## src/rtl/lvl13_pkg.sv

```systemverilog
package lvl13_pkg;

    localparam int NSW   = 11;
    localparam int NBAND = 6;

    typedef logic [NSW-1:0] swvec_t;

    typedef struct packed {
        logic       neg;
        logic [2:0] mag;
    } lvl_t;

    // Rational sine approximation sampled at the centre of each quarter-wave slot
    function automatic int sine_quarter(int slot, int qdepth, int full);
        longint d;
        longint a;
        longint num;
        longint den;
        d   = 4 * longint'(qdepth);
        a   = 2 * longint'(slot) + 1;
        num = longint'(full) * 16 * a * (d - a);
        den = 5 * d * d - 4 * a * (d - a);
        return int'(num / den);
    endfunction

    // Fixed state list, bit 10 = S1 ... bit 0 = S11
    function automatic swvec_t state_vec(lvl_t l);
        swvec_t v;
        case ({l.neg, l.mag})
            4'b0_000: v = 11'b01110011001;
            4'b0_001: v = 11'b01010010101;
            4'b0_010: v = 11'b11010010101;
            4'b0_011: v = 11'b10111100100;
            4'b0_100: v = 11'b01010100101;
            4'b0_101: v = 11'b01110100101;
            4'b0_110: v = 11'b10110100101;
            4'b1_000: v = 11'b01101101010;
            4'b1_001: v = 11'b01001101010;
            4'b1_010: v = 11'b11001101010;
            4'b1_011: v = 11'b10111011000;
            4'b1_100: v = 11'b01001011010;
            4'b1_101: v = 11'b01101011010;
            4'b1_110: v = 11'b10101011010;
            default:  v = '0;
        endcase
        return v;
    endfunction

endpackage

```

## src/rtl/l13_ref.sv

```systemverilog
module l13_ref
    import lvl13_pkg::*;
#(
    parameter int PHASE_W = 32,
    parameter int QBITS   = 6,
    parameter int FULL    = 15000,
    parameter int MI_W    = 8,
    localparam int QDEPTH  = 1 << QBITS,
    localparam int AMP_W   = $clog2(FULL + 1),
    localparam int IDX_LSB = PHASE_W - 2 - QBITS,
    localparam int PROD_W  = AMP_W + MI_W
) (
    input  logic               clk,
    input  logic               rst,
    input  logic               en,
    input  logic [PHASE_W-1:0] ftw_i,
    input  logic [MI_W-1:0]    mi_i,
    output logic               neg_o,
    output logic [AMP_W-1:0]   ref_o
);

    logic [PHASE_W-1:0] phase;

    always_ff @(posedge clk) begin
        if (rst || !en) phase <= '0;
        else            phase <= phase + ftw_i;
    end

    logic [AMP_W-1:0] qtab [QDEPTH];

    for (genvar g = 0; g < QDEPTH; g++) begin : g_tab
        assign qtab[g] = AMP_W'(sine_quarter(g, QDEPTH, FULL));
    end

    logic [QBITS-1:0] raw_idx;
    logic [QBITS-1:0] idx;
    logic [PROD_W-1:0] prod;
    logic unused_bits;

    assign raw_idx = phase[IDX_LSB +: QBITS];
    assign idx     = phase[PHASE_W-2] ? ~raw_idx : raw_idx;
    assign prod    = PROD_W'(qtab[idx]) * PROD_W'(mi_i);
    assign ref_o   = prod[PROD_W-1 -: AMP_W];
    assign neg_o   = phase[PHASE_W-1];
    assign unused_bits = ^{phase[IDX_LSB-1:0], prod[MI_W-1:0]};

endmodule

```

## src/rtl/l13_carrier.sv

```systemverilog
module l13_carrier #(
    parameter int BAND = 2500,
    localparam int TW  = $clog2(BAND + 1)
) (
    input  logic          clk,
    input  logic          rst,
    input  logic          en,
    output logic [TW-1:0] ramp_o
);

    logic rising;

    always_ff @(posedge clk) begin
        if (rst || !en) begin
            ramp_o <= '0;
            rising <= 1'b1;
        end else if (rising) begin
            ramp_o <= ramp_o + 1'b1;
            if (ramp_o == TW'(BAND - 1)) rising <= 1'b0;
        end else begin
            ramp_o <= ramp_o - 1'b1;
            if (ramp_o == TW'(1)) rising <= 1'b1;
        end
    end

endmodule

```

## src/rtl/l13_deadtime.sv

```systemverilog
module l13_deadtime #(
    parameter int N    = 11,
    parameter int DEAD = 50,
    localparam int CW  = $clog2(DEAD + 2)
) (
    input  logic         clk,
    input  logic         rst,
    input  logic         en,
    input  logic [N-1:0] tgt_i,
    output logic [N-1:0] gate_o
);

    for (genvar b = 0; b < N; b++) begin : g_sw
        logic [CW-1:0] cnt;
        always_ff @(posedge clk) begin
            if (rst || !en || !tgt_i[b]) begin
                cnt       <= '0;
                gate_o[b] <= 1'b0;
            end else begin
                if (cnt != CW'(DEAD)) cnt <= cnt + 1'b1;
                gate_o[b] <= (cnt == CW'(DEAD));
            end
        end
    end

endmodule

```

## src/rtl/l13_gate_gen.sv

```systemverilog
module l13_gate_gen
    import lvl13_pkg::*;
#(
    parameter int PHASE_W = 32,
    parameter int QBITS   = 6,
    parameter int MI_W    = 8,
    parameter int BAND    = 2500,
    parameter int DEAD    = 50
) (
    input  logic               clk,
    input  logic               rst,
    input  logic               en,
    input  logic [PHASE_W-1:0] ftw_i,
    input  logic [MI_W-1:0]    mi_i,
    output logic [10:0]        gate_o,
    output logic signed [3:0]  level_o,
    output logic               half_o
);

    localparam int FULL  = NBAND * BAND;
    localparam int AMP_W = $clog2(FULL + 1);
    localparam int TW    = $clog2(BAND + 1);
    localparam int CMP_W = AMP_W + 1;

    logic             neg;
    logic [AMP_W-1:0] refmag;
    logic [TW-1:0]    ramp;

    l13_ref #(
        .PHASE_W(PHASE_W), .QBITS(QBITS), .FULL(FULL), .MI_W(MI_W)
    ) u_ref (
        .clk(clk), .rst(rst), .en(en), .ftw_i(ftw_i), .mi_i(mi_i),
        .neg_o(neg), .ref_o(refmag)
    );

    l13_carrier #(.BAND(BAND)) u_car (
        .clk(clk), .rst(rst), .en(en), .ramp_o(ramp)
    );

    logic [NBAND-1:0] above;

    for (genvar k = 0; k < NBAND; k++) begin : g_cmp
        assign above[k] = CMP_W'(refmag) > (CMP_W'(k * BAND) + CMP_W'(ramp));
    end

    lvl_t lvl_d;
    lvl_t lvl_q;

    always_comb begin
        lvl_d.neg = neg;
        lvl_d.mag = 3'($countones(above));
    end

    always_ff @(posedge clk) begin
        if (rst || !en) lvl_q <= '0;
        else            lvl_q <= lvl_d;
    end

    swvec_t tgt;
    swvec_t gate_q;

    assign tgt = state_vec(lvl_q);

    l13_deadtime #(.N(NSW), .DEAD(DEAD)) u_dt (
        .clk(clk), .rst(rst), .en(en), .tgt_i(tgt), .gate_o(gate_q)
    );

    assign gate_o  = (en && !rst) ? gate_q : '0;
    assign level_o = lvl_q.neg ? -$signed({1'b0, lvl_q.mag}) : $signed({1'b0, lvl_q.mag});
    assign half_o  = lvl_q.neg;

endmodule

```

## config.mk

```make
export PLATFORM = sky130hd
export DESIGN_NAME = l13_gate_gen
export DESIGN_NICKNAME = d
export VERILOG_FILES = /design/src/rtl/lvl13_pkg.sv /design/src/rtl/l13_ref.sv /design/src/rtl/l13_carrier.sv /design/src/rtl/l13_deadtime.sv /design/src/rtl/l13_gate_gen.sv
export SDC_FILE = /design/constraint.sdc
export NUM_CORES = 1
export LEC_CHECK = 0
export BUFFER_PORTS_ARGS = -buffer_cell sky130_fd_sc_hd__buf_4
export CORE_ASPECT_RATIO = 1.75
export CORE_MARGIN = 2
export CORE_UTILIZATION = 50
export CTS_CLUSTER_DIAMETER = 50
export CTS_CLUSTER_SIZE = 24
export DETAILED_ROUTE_END_ITERATION = 12
export PLACE_DENSITY = 0.67
export SKIP_LAST_GASP = 1
export SYNTH_ARGS = -nofsm -noshare
export SYNTH_HDL_FRONTEND = slang
export SYNTH_SLANG_ARGS = --single-unit
```

## constraint.sdc

```tcl
create_clock -name clk -period 15.4 [get_ports clk]
set_input_delay 1.54 -clock clk [delete_from_list [all_inputs] [get_ports clk]]
set_output_delay 1.54 -clock clk [all_outputs]
set_load 0.02 [all_outputs]
```

==> impl_metrics.toml <==
[run_status]
status = "finished clean"

[hold_path]
hp-class = "reg -> reg"

[clock_tree]
ctsHoldBuffers = 0
tritoncts = "built"
htreeDepth = 4
cts_setup_buffers = 0
numCtsBuffers = 17
clk-insertion-delay-late_ns = 0.42
cts-root-buf = "clkbuf_16"
cts.sink_count = 137
clock_path_buffers = 2
cts_resized = 0
path_clk_slew_ns = 0.06

[logic_synthesis]
synth_nets = 2031
yosysSeqAreaShare_pct = 19.5
syn-cell-area_um2 = 14100
synthArstFlopShare_pct = 0
ys_warn_count = 0
ys_top_cells_by_area = "dfxtp_1 19%, ha_1 15%, fa_1 11%"
ys_ff_latch = 137
avgSynthCellArea_um2 = 8.11
synth_top_area_share_pct = 19.5
ys_types = 83
synth_edf_count = 0
syn_inst = 1739
synth_flop_cell = "dfxtp_1"
synth_top_cell_by_area = "dfxtp_1"

[grt]
grt_max_degree = 45
antenna_found_initial = 1
grt_pass1_wl_um = 64600
grt_pass1_vias = 12741
grt_usage_pct = 28.1
gr-total-overflow = 0

[worst_setup_path]
cp.buffers_inverters = 7
cp.required_ns = 15.71
crit_arrival_ns = 12.96
cp_slowest_cell = "xor2_1"
critPathCaptureType = "flip-flop"
path_max_fanout = 32
crit_path_max_incr_delay_ns = 0.95
crit_type = "reg -> reg"
start_kind = "flip-flop"
crit_top_cell = "fa_1"
critPathTopFamily = "adder cells"

[sta]
finClkSkew_ns = 0.00802
setup-tns-final_ns = 0
period_share_pct = 82.1
finalCriticalPeriod_ns = 12.65
setup_slack_ns = 2.75
max_freq_ghz = 0.0791
rsz0062_at_grt = "no"
tightest_slew_ns = 1.17
max-slew-margin-rel_pct = 21.8
slew_viol_final = 0
setup_violations = 0
hold_violations = 0

[place]
io_buffers = 58
dp_slack_ns = 3.03
dpl_cell_area_um2 = 14900
dp_hpwl_um = 29900
gp_congestion = 0.982

[layout]
n_fill_cell = 2629
layout_common_cells = "214 x nor2_1, 174 x ha_1, 142 x inv_1, 138 x nand2_1, 137 x dfxtp_1"
fin_nets = 2067
final_cell_area_um2 = 15500
drive_gt1_share_pct = 7.38
final_common_cell = "nor2_1"
multi_input_area_um2 = 10600
regArea_um2 = 2740
diodes = 0
areaGrowthSynthToFinish_pct = 9.97

[routing]
drt_iter0_markers = 1016
firstDrtPassIters = 7
route.antenna.remaining_nets = 0
wire_per_inst_um = 18.3
wirelength_um = 39500
viasPerCell = 5.82
drc = 0
vias = 12573

[floorplan]
row_count = 81
die_h_um = 226
dieArea_um2 = 29600
core_area_um2 = 27900
initial_core_util_pct = 50.6
ios = 59
die_w_um = 131

[job]
cap_violations = 0
[logic make-up (layout without fill, tap and decap cells)]
logic type | Yosys count | after routing | share of synthesized area (%)
simple gates | 648 | 648 | 22.4
compound gates | 320 | 320 | 14.8
fa+ha+maj | 260 | 260 | 26.9
buf+inv | 206 | 255 | 5.63
xor+xnor | 160 | 160 | 10.1
flops | 137 | 137 | 19.5
mux | 8 | 8 | 0.674
[state kept, by name (all words and copies together) (netlist names)]
name,count
half_o,1
lvl_q,3
tgt,11
u_car.ramp_o,12
u_car.rising,1
u_dt.g_sw.cnt,66
u_dt.gate_o,11
u_ref.phase,32
[per-layer routing]
layer / global-route usage [%] / vias up / wire, um
li1: - / 5985 / -
met1: 28.9 / 5923 / 13700
met2: 49.5 / 463 / 20100
met3: 5.88 / 200 / 2270
met4: 19.7 / 2 / 3360
met5: 0 / - / 13
[Yosys cell counts (24+ instances only)]
master and count:
nor2_1 214, o21ai_0 60, nor2b_1 39, nand2b_1 25, dfxtp_1 137, nand4_1 25
nor3_1 27, a21o_1 24, xor2_1 56, clkbuf_1 42, and2_1 52, fa_1 75
ha_1 174, nand3_1 48, a21oi_1 90, inv_1 142, xnor2_1 102, nand2_1 138
[worst paths after layout]
kind | slack, ns | start | endpoint | depth (start not counted)
setup / recovery | 2.75 | u_ref.phase[30] | tgt[3] | 43
setup reg to reg | 2.75 | u_ref.phase[30] | tgt[3] | 43
hold reg to reg | 0.52 | u_dt.g_sw[10].cnt[5] | u_dt.g_sw[10].cnt[5] | 2
hold / removal | 0.52 | u_dt.g_sw[10].cnt[5] | u_dt.g_sw[10].cnt[5] | 2
[per-stage QoR]
step | hold slack, ns | instances | utilization [%]
after floorplan | 0.467 | 1739 | -
after global placement | 0.494 | 2129 | 53.4
after detailed placement | 0.502 | 2129 | 53.4
after CTS | 0.522 | 2161 | 55.6
after global routing | 0.541 | 2161 | 55.6
final | 0.519 | 2161 | 55.6
[final cells by class]
type	instances	area share, %
Clock inverter	12	1.06
Tap cell	373	3.01
Sequential cell	137	17.7
Timing Repair Buffer	72	3.49
Clock buffer	20	2.95
Multi-Input combinational cell	1396	68.2
Inverter	151	3.66
[tightest hold or removal path: cells and delay by family (launching register included)]
family	cells	cell delay (ns)
xor gates and xnor gates	1	0.07
DFF	1	0.35
and+or+nand+nor	1	0.07
Power is not shown: default switching activity piles up to over one toggle a cycle in this logic, so the estimate is an artifact.
